==> config.mk <==
export PLATFORM = sky130hd
export DESIGN_NAME = dsp_fxalu
export DESIGN_NICKNAME = d
export VERILOG_FILES = /design/src/rtl/fxalu_pkg.sv /design/src/rtl/fxalu_ctrl.sv /design/src/rtl/fxalu_dp.sv /design/src/rtl/dsp_fxalu.sv
export SDC_FILE = /design/constraint.sdc
export NUM_CORES = 1
export LEC_CHECK = 0
export ABC_AREA = 1
export CAP_MARGIN = 20
export CORE_ASPECT_RATIO = 0.9
export CORE_UTILIZATION = 56
export CTS_CLUSTER_DIAMETER = 100
export DETAILED_ROUTE_END_ITERATION = 10
export DONT_BUFFER_PORTS = 1
export MAX_ROUTING_LAYER = met4
export PLACE_DENSITY = 0.71
export SLEW_MARGIN = 20
export SYNTH_ARGS = -nofsm -noshare
export SYNTH_HDL_FRONTEND = slang
export SYNTH_SLANG_ARGS = --single-unit
==> constraint.sdc <==
create_clock -name clk -period 0.8 [get_ports clk]
set_input_delay 0.16 -clock clk [delete_from_list [all_inputs] [get_ports clk]]
set_output_delay 0.16 -clock clk [all_outputs]
set_load 0.005 [all_outputs]
==> src/rtl/fxalu_pkg.sv <==
package fxalu_pkg;
  localparam int FLAG_W = 4;
  localparam int FZ = 0;
  localparam int FN = 1;
  localparam int FV = 2;
  localparam int FC = 3;

  typedef enum logic [2:0] {
    OP_ADD = 3'd0,
    OP_SUB = 3'd1,
    OP_AVG = 3'd2,
    OP_AND = 3'd3,
    OP_OR  = 3'd4,
    OP_XOR = 3'd5,
    OP_RS6 = 3'd6,
    OP_RS7 = 3'd7
  } aluOp_e;

  typedef struct packed {
    logic   load;
    logic   clrSticky;
    aluOp_e op;
  } aluCtl_t;
endpackage

==> src/rtl/fxalu_ctrl.sv <==
module fxalu_ctrl
  import fxalu_pkg::*;
(
  input  logic [2:0] opSel,
  input  logic       opValid,
  input  logic       stickyClr,
  output aluCtl_t    ctl
);
  logic legal;

  always_comb begin
    legal = (opSel <= 3'd5);
    ctl.load = opValid && legal;
    ctl.clrSticky = stickyClr;
    ctl.op = aluOp_e'(opSel);
  end
endmodule

==> src/rtl/fxalu_dp.sv <==
module fxalu_dp
  import fxalu_pkg::*;
#(
  parameter int W = 32
) (
  input  logic              clk,
  input  logic              rstN,
  input  aluCtl_t           ctl,
  input  logic [W-1:0]      a,
  input  logic [W-1:0]      b,
  input  logic              satEn,
  output logic [W-1:0]      resQ,
  output logic [FLAG_W-1:0] flagQ,
  output logic [FLAG_W-1:0] stickyQ
);
  localparam logic [W-1:0] MAX_POS = {1'b0, {(W-1){1'b1}}};
  localparam logic [W-1:0] MAX_NEG = {1'b1, {(W-1){1'b0}}};
  localparam logic [W:0]   ONE_EXT = {{W{1'b0}}, 1'b1};

  logic [W:0]          addFull;
  logic [W:0]          subFull;
  logic [W:0]          avgFull;
  logic                addOvf;
  logic                subOvf;
  logic [W-1:0]        resNew;
  logic                ovfNew;
  logic                carryNew;
  logic [FLAG_W-1:0]   flagNew;
  logic [FLAG_W-1:0]   stickyNext;

  always_comb begin
    addFull = {1'b0, a} + {1'b0, b};
    subFull = {1'b0, a} + {1'b0, ~b} + ONE_EXT;
    avgFull = {a[W-1], a} + {b[W-1], b};
    addOvf  = (a[W-1] == b[W-1]) && (addFull[W-1] != a[W-1]);
    subOvf  = (a[W-1] != b[W-1]) && (subFull[W-1] != a[W-1]);

    resNew   = '0;
    ovfNew   = 1'b0;
    carryNew = 1'b0;
    unique case (ctl.op)
      OP_ADD: begin
        ovfNew   = addOvf;
        carryNew = addFull[W];
        resNew   = (addOvf && satEn) ? (a[W-1] ? MAX_NEG : MAX_POS) : addFull[W-1:0];
      end
      OP_SUB: begin
        ovfNew   = subOvf;
        carryNew = subFull[W];
        resNew   = (subOvf && satEn) ? (a[W-1] ? MAX_NEG : MAX_POS) : subFull[W-1:0];
      end
      OP_AVG:  resNew = avgFull[W:1];
      OP_AND:  resNew = a & b;
      OP_OR:   resNew = a | b;
      OP_XOR:  resNew = a ^ b;
      default: resNew = '0;
    endcase

    flagNew     = '0;
    flagNew[FZ] = (resNew == '0);
    flagNew[FN] = resNew[W-1];
    flagNew[FV] = ovfNew;
    flagNew[FC] = carryNew;

    stickyNext = (ctl.clrSticky ? '0 : stickyQ) | (ctl.load ? flagNew : '0);
  end

  always_ff @(posedge clk or negedge rstN) begin
    if (!rstN) begin
      resQ    <= '0;
      flagQ   <= '0;
      stickyQ <= '0;
    end else begin
      stickyQ <= stickyNext;
      if (ctl.load) begin
        resQ  <= resNew;
        flagQ <= flagNew;
      end
    end
  end
endmodule

==> src/rtl/dsp_fxalu.sv <==
module dsp_fxalu
  import fxalu_pkg::*;
#(
  parameter int DataW = 32
) (
  input  logic              clk,
  input  logic              rstN,
  input  logic [DataW-1:0]  opA,
  input  logic [DataW-1:0]  opB,
  input  logic [2:0]        opSel,
  input  logic              opValid,
  input  logic              satEn,
  input  logic              stickyClr,
  output logic [DataW-1:0]  result,
  output logic [3:0]        flags,
  output logic [3:0]        stickyFlags
);
  aluCtl_t ctl;

  fxalu_ctrl u_ctrl (
    .opSel     (opSel),
    .opValid   (opValid),
    .stickyClr (stickyClr),
    .ctl       (ctl)
  );

  fxalu_dp #(.W(DataW)) u_dp (
    .clk     (clk),
    .rstN    (rstN),
    .ctl     (ctl),
    .a       (opA),
    .b       (opB),
    .satEn   (satEn),
    .resQ    (result),
    .flagQ   (flags),
    .stickyQ (stickyFlags)
  );
endmodule

==> reports/metrics.yaml, run 1 <==
run_status: "did not finish"
haltStage: "5_1_grt"
yosys-top-cells-area: "nand2_1, ha_1, dfrtp_1, inv_1, nor2_1"
ioPinCount: 112
hpwl_um: 28300
postSynth.asyncResetShare_pct: 100
ys_ff_latch: 39
start_util_pct: 57.4
ys_warn_count: 0
ys.flop_type: "dfrtp_1"
cts_sinks: 39
seq_area_frac_synth_pct: 12.1
track_usage_pct: 90.8
syn_area_per_cell_um2: 5.76
grt_max_degree: 44
synth_top_cell_by_area: "nand2_1"
synth_nets: 1567
synth_top_area_share_pct: 20.3
syn_area_mm2: 0.00804
port_buffers: 0
cts_buffer_depth: 2
gp_congestion: 1.10
fp.dieW_um: 128
cts-buffers-inserted: 5
grt_overflow: 390
error: "[ERROR GRT-0232] Routing congestion too high. Check the congestion heatmap in the GUI."
die_height_um: 116
htree_num_levels: 2
netlist_instances: 1395
rows: 41
synth_cell_types: 43
synth_enable_flop_cells: 0
cts-root-buf: "clkbuf_16"
synthesized netlist by cell type, drive strengths merged, types with 3 or more instances:
| library cell | count |
|---|---|
| nand3b | 5 |
| nor3 | 20 |
| o21bai | 7 |
| buf | 37 |
| dfrtp | 39 |
| a21o | 3 |
| nor2 | 138 |
| a31oi | 3 |
| o22ai | 14 |
| nand4 | 14 |
| a21oi | 100 |
| a221oi | 16 |
| o21ai | 76 |
| ha | 98 |
| inv | 221 |
| nand3 | 82 |
| nand2 | 450 |
| clkbuf | 16 |
| xor2 | 39 |
metrics by stage:
stage / area (um2) / cells / setup WS (ps) / utilization, % / setup TNS [ps]
after floorplan: 8650 / 1395 / -1460 / - / -44650
after global placement: 11200 / 1878 / -2300 / 79.8 / -67980
after detailed placement: 11200 / 1878 / -2330 / 79.9 / -69210
after CTS: 12600 / 1931 / -1670 / 89.9 / -53890
metal layers:
layer / GRT usage [%] / GRT overflow
met5: - / -
met4: 95.2 / 98
met3: 75.6 / 27
met2: 106 / 234
met1: 86.7 / 31
cell families after synthesis:
logic type / synth area share, %
xor+xnor: 4.36
simple gates: 37.0
flops: 12.1
compound gates: 16.0
fa+ha+maj: 15.8
buf+inv: 14.7
what timing repair did:
action / CTS
endpoints found under the hold margin: 39
setup endpoints to repair: 79
cloned: 3
gates resized for setup: 233
pin swaps: 54
setup buffers: 46
==> run 2, diff against run 1 <==
--- a/config.mk
+++ b/config.mk
@@ -7,13 +7,10 @@
 export LEC_CHECK = 0
 export ABC_AREA = 1
 export CAP_MARGIN = 20
-export CORE_ASPECT_RATIO = 0.9
-export CORE_UTILIZATION = 56
-export CTS_CLUSTER_DIAMETER = 100
+export CORE_UTILIZATION = 40
 export DETAILED_ROUTE_END_ITERATION = 10
 export DONT_BUFFER_PORTS = 1
-export MAX_ROUTING_LAYER = met4
-export PLACE_DENSITY = 0.71
+export PLACE_DENSITY_LB_ADDON = 0.15
 export SLEW_MARGIN = 20
 export SYNTH_ARGS = -nofsm -noshare
 export SYNTH_HDL_FRONTEND = slang
==> run 2 against run 1 <==
The flow now finishes, with violations (hold timing, setup timing); synthesized cell count is the same; area after synthesis unchanged.
==> reports/metrics.yaml, run 2 <==
wl_per_cell_um: 17.1
rsz0062_at_grt: "yes"
switching_share_pct: 43.9
synth-xor-area-share_pct: 4.36
area_growth_pct: 63.8
start_kind: "primary input"
power_leakage_uw: 0.00689
cts-buffers-inserted: 5
hold_viol: 39
synth_cell_types: 43
synth.most_common_cell: "nand2_1"
final_common_cell: "buf_4"
clkLatencyLatePin_ps: 280
p_comb_share_pct: 69.8
ioPinCount: 112
placed_area_mm2: 0.0113
r2r_start: "u_dp.resQ[26]"
rrSetupSlack_ps: -80
ys_warn_count: 0
p_per_area_mw_per_mm2: 1130
end_kind: "flop"
largest_reg_flops: 31
antenna_found_initial: 0
cts_tree: "done"
setup_violations: 79
synth_compound_area_share_pct: 16.0
drive_gt1_share_pct: 44.5
firstDrtPassIters: 5
hold_path.class: "in -> async"
grt_max_degree: 49
mostFrequentLayoutCells: "buf_4, nand2_1, inv_1"
maxSlewHeadroom_pct: 62.7
max_freq_mhz: 410
fp.dieW_um: 144
worst_ir_drop_vdd_mv: 0.730
antennaDiodeCount: 0
via_per_inst: 5.17
violations: "hold timing, setup timing"
pwr-share-seq_pct: 17.2
cts_buffer_depth: 2
fin_crit_sh_pct: 305
drt-total-wl_um: 34600
postSynth.asyncResetShare_pct: 100
final_nets: 1927
cts-root-buf: "clkbuf_16"
synth_enable_flop_cells: 0
utilization_pct: 67.2
clock_power_share_pct: 12.9
startpoint: "opB[5]"
synth_nets: 1567
yosys-mux-area-fraction_pct: 0
ys_ff_latch: 39
crit_fanout: 6
worst-r2r-cell-count: 3
holdWs_ps: -428
vias: 10500
finalCriticalPeriod_ps: 2440
yosys.area_share.simple_pct: 37.0
internal_power_uw: 8310
hpwl_um: 27800
ys_top_cells_by_count: "nand2_1, inv_1, nor2_1"
reg.largest.list: "u_dp.resQ x31, u_dp.flagQ x4, u_dp.stickyQ x4"
synth_top_cell_by_area: "nand2_1"
layout_setup_ws_ps: -1640
reg2reg_to: "u_dp.resQ[26]"
skew_ps: 0
synthAdderAreaFrac_pct: 15.8
endpoint: "u_dp.stickyQ[0]"
p_sw_uw: 6510
worstMarginPinSlew_ps: 560
seq_area_frac_synth_pct: 12.1
ant_nets: 0
yosys-top-cells-area: "nand2_1, ha_1, dfrtp_1, inv_1, nor2_1"
synth_top_family_by_area: "simple AND/OR/NAND/NOR gates"
port_buffers: 0
track_usage_pct: 33.1
clkSlewWorstSetupHoldPaths_ps: 50
ys.flop_type: "dfrtp_1"
core_mm2: 0.0196
floorplan.die_area_mm2: 0.0207
die_height_um: 144
slew_violations: 0
run_status: "finished with violations"
max_cap_viol_count: 0
netlist_instances: 1395
grt_overflow: 0
gp_congestion: 0.985
grt_pass1_wl_um: 52200
route.detailed.drc: 0
drt_iter0_markers: 733
cp_data_arrival_time_ps: 2660
grt_pass1_vias: 9668
fin_area_mm2: 0.0132
cts_sinks: 39
rows: 51
syn_area_per_cell_um2: 5.76
required_ps: 1020
start_util_pct: 41.0
setup_tns_ps: -52370
largest-register: "u_dp.resQ"
htree_num_levels: 2
synth_top_area_share_pct: 20.3
worstSetupPathType: "in -> reg"
syn_area_mm2: 0.00804
fill_cells: 1787
## run 2: cell counts after synthesis
No cell type changed its count.
## run 2: power groups by stage
| stage | sequential [uW] | clock, uW | combinational (uW) |
|---|---|---|---|
| 2_1_floorplan | 2510 | 0 | 4650 |
| 3_3_place_gp | 2560 | 0 | 8300 |
| 3_5_place_dp | 2570 | 0 | 8340 |
| 4_1_cts | 2560 | 1950 | 9240 |
| 5_1_grt | 2610 | 2040 | 11100 |
| 6_report | 2550 | 1920 | 10400 |
## run 2: how the worst min path moves through the flow
| stage | from | to |
|---|---|---|
| 2_1_floorplan | rstN | u_dp.flagQ[0] |
| 3_3_place_gp | rstN | u_dp.resQ[5] |
| 3_5_place_dp | rstN | u_dp.resQ[10] |
| 4_1_cts | rstN | u_dp.resQ[11] |
| 5_1_grt | rstN | u_dp.resQ[12] |
| 6_report | rstN | u_dp.resQ[11] |
## run 2: area by class of cell
class	instances	area, um2	share of cell area (%)
multi-input cells	1081	7480	56.8
repair buffers	406	3320	25.2
flip-flops and latches	39	976	7.41
inverters	222	921	6.99
well taps	265	332	2.52
clock buffers	6	139	1.05
clock inverters	1	5.00	0.0380
## run 2: cells by family (layout without fill, tap and decap cells)
logic type	count (synthesis)	after routing
flops	39	39
fa+ha+maj	100	100
simple gates	717	717
xor+xnor	40	40
buf+inv	275	635
compound gates	224	224
## run 2: repair_timing
action,4_1_cts,5_1_grt
resized for setup,172,195
pin swaps,80,93
gates cloned,3,0
setup buffers,35,36
endpoints found under the hold margin,39,39
endpoints found under the setup margin,79,79
## run 2: routing by layer
metal / track usage [%] / routed length [um]
met1: 48.0 / 15900
met5: 0 / 0
met4: 8.06 / 890
met2: 52.9 / 15500
met3: 1.80 / 2440
## run 2: through the flow
stage	total power (uW)	worst slack, ps	std cells	hold slack, ps
global placement	10900	-2170	1957	-135
global route	15800	-1860	2020	-435
CTS	13700	-1550	1996	-432
detailed placement	10900	-2200	1957	-135
floorplan	7150	-1460	1395	-136
finish	14800	-1640	2020	-428
## run 2: critical path, stage by stage
cell and delay [ps]:
inv_1 50, ha_4 330, nand2_4 80, nor2_1 80, nand2_1 70, nand2_2 100
nand2_2 80, nand2_4 110, nand2_4 90, nand2_4 100, nand2_4 60, nand4_4 130
clkbuf_16 180, buf_8 120, nand2_1 50, nand2_1 80, nand3_2 70, nor2_1 110
nand2_1 70, nor2_1 120, nand2_1 70, nor2_2 130, nand2_1 100, nand2_1 80
Power figures use the tool's default switching activity.
==> run 3, diff against run 2 <==
--- a/config.mk
+++ b/config.mk
@@ -15,3 +15,4 @@
 export SYNTH_ARGS = -nofsm -noshare
 export SYNTH_HDL_FRONTEND = slang
 export SYNTH_SLANG_ARGS = --single-unit
+export TNS_END_PERCENT = 30
==> run 3 against run 2 <==
The run still ends with hold timing, setup timing left; global-route usage rose by 1.2 points; final area fell by 1.3%; critical path depth rose by 1; sequential power barely moved; utilization fell by 0.91 points; first-iteration DRC count rose by 8.3%; hold slack got worse by 4.1 ps; sequential share of layout area rose by 0.11 points; wire length rose by 5.4%; cell count rose by 0.45%; clock skew did not move; maximum frequency fell by 0.77%; critical path type unchanged; highest routed layer unchanged.
==> reports/metrics.yaml, run 3 (synthesis gave the netlist of run 2 again) <==
critPathTopFamily: "simple AND/OR/NAND/NOR gates"
gp_congestion: 0.989
core_mm2: 0.0196
wl_per_cell_um: 18.0
start_kind: "primary input"
clkLatencyLatePin_ps: 280
floorplan.die_area_mm2: 0.0207
fin_crit_sh_pct: 307
cts-buffers-inserted: 5
finalCriticalPeriod_ps: 2460
maxSlewHeadroom_pct: 67.4
total_power_uw: 15300
reg.largest.list: "u_dp.resQ x31, u_dp.flagQ x4, u_dp.stickyQ x4"
worst-path-buf-inv: 5
setup_violations: 79
holdWs_ps: -432
utilization_pct: 66.3
rrSetupSlack_ps: 30
worst-r2r-cell-count: 2
htree_num_levels: 2
run_status: "finished with violations"
cp_slowest_stage_delay_ps: 230
max_freq_mhz: 407
largest-register: "u_dp.resQ"
dp_worst_setup_slack_ps: -2030
rows: 51
fill_cells: 1826
track_usage_pct: 34.3
drt-total-wl_um: 36500
layout_setup_ws_ps: -1660
cp_slowest_cell: "ha_4"
fp.dieW_um: 144
firstDrtPassIters: 7
worstMarginPinSlew_ps: 484
via_per_inst: 5.17
die_height_um: 144
post-place-cells: 1979
mostFrequentLayoutCells: "buf_4, nand2_1, inv_1"
grt_overflow: 0
port_buffers: 0
p_per_area_mw_per_mm2: 1180
vias: 10500
end_kind: "flop"
power_leakage_uw: 0.00692
final_common_cell: "buf_4"
hold_path.class: "in -> async"
grt_max_degree: 40
grt_pass1_wl_um: 53400
crit_fanout: 8
cts_buffer_depth: 2
worstSetupPathType: "in -> reg"
cp_data_arrival_time_ps: 2680
area_growth_pct: 61.6
largest_reg_flops: 31
grt_pass1_vias: 9722
antennaDiodeCount: 0
ant_nets: 0
reg2reg_to: "u_dp.stickyQ[0]"
required_ps: 1020
skew_ps: 0
drive_gt1_share_pct: 41.6
start_util_pct: 41.0
rsz0062_at_grt: "yes"
violations: "hold timing, setup timing"
ioPinCount: 112
worst_ir_drop_vdd_mv: 0.756
cts-root-buf: "clkbuf_16"
final_nets: 1935
final_cells: 2029
hold_viol: 39
max_cap_viol_count: 0
r2r_start: "u_dp.stickyQ[0]"
antenna_found_initial: 0
cts_sinks: 39
route.detailed.drc: 0
slew_violations: 0
cts_tree: "done"
drt_iter0_markers: 794
clkSlewWorstSetupHoldPaths_ps: 60
hpwl_um: 29200
crit_top_cell: "nand2_4"
==> run 3: changes by cell type in the layout (fill, tap and decap cells not counted), sizes merged <==
cell	change
buf	+4
bufinv	+2
clkinvlp	+2
inv	+1
==> run 3: power by group <==
| group | total (uW) | switching [uW] | leakage, uW | internal [uW] |
|---|---|---|---|---|
| sequential | 2550 | 262 | 0.000502 | 2290 |
| clock | 2530 | 747 | 0.0000911 | 1790 |
| combinational | 10200 | 5480 | 0.00632 | 4700 |
| total | 15300 | 6490 | 0.00692 | 8770 |
==> run 3: worst max-delay path by stage <==
| stage | cells after the start | startpoint | endpoint | slack, ps |
|---|---|---|---|---|
| after CTS | 23 | opB[3] | u_dp.stickyQ[0] | -1570 |
| after detailed placement | 24 | opB[3] | u_dp.stickyQ[0] | -2030 |
| after global routing | 23 | opB[26] | u_dp.flagQ[0] | -1830 |
| after global placement | 20 | opB[19] | u_dp.stickyQ[0] | -1990 |
| after floorplan | 23 | opB[22] | u_dp.stickyQ[0] | -1460 |
| final | 25 | opB[4] | u_dp.flagQ[0] | -1660 |
==> run 3: per-stage QoR <==
step                setup TNS [ps]  cell area (um2)
finish                      -54370            13000
global route                -59830            13000
CTS                         -53040            12000
detailed placement          -68800            11400
global placement            -66470            11400
floorplan                   -45090             8600
==> run 3: area by class of cell <==
type	instances	area, um2	share of cell area, %
timing repair buffer	410	3310	25.5
inverter	222	908	6.99
timing repair inverter	4	35.0	0.270
tap	265	332	2.55
sequential	39	977	7.52
multi-input combinational	1081	7240	55.7
clock buffer	6	129	0.992
clock inverter	2	60.1	0.462
==> run 3: layer usage <==
layer  part of all wire (%)  global-route usage [%]  vias up  wire, um
li1                       -                       -     5148         -
met1                     46                    49.6     4849     16900
met2                     44                    54.0      417     15900
met3                    7.0                    2.97       71      2540
met4                    3.1                    9.18        0      1150
met5                      0                       0        -         0
==> run 3: timing repair <==
item	CTS	global route
setup endpoints to repair	79	79
gates cloned	2	5
pin swaps	23	82
endpoints found under the hold margin	39	39
resized for setup	70	215
buffers inserted	11	29
==> run 3: worst register-to-register path: stages, from the launching register on <==
cell	delay (ps)
dfrtp_1	420
nand2_1	170
nand2_1	70
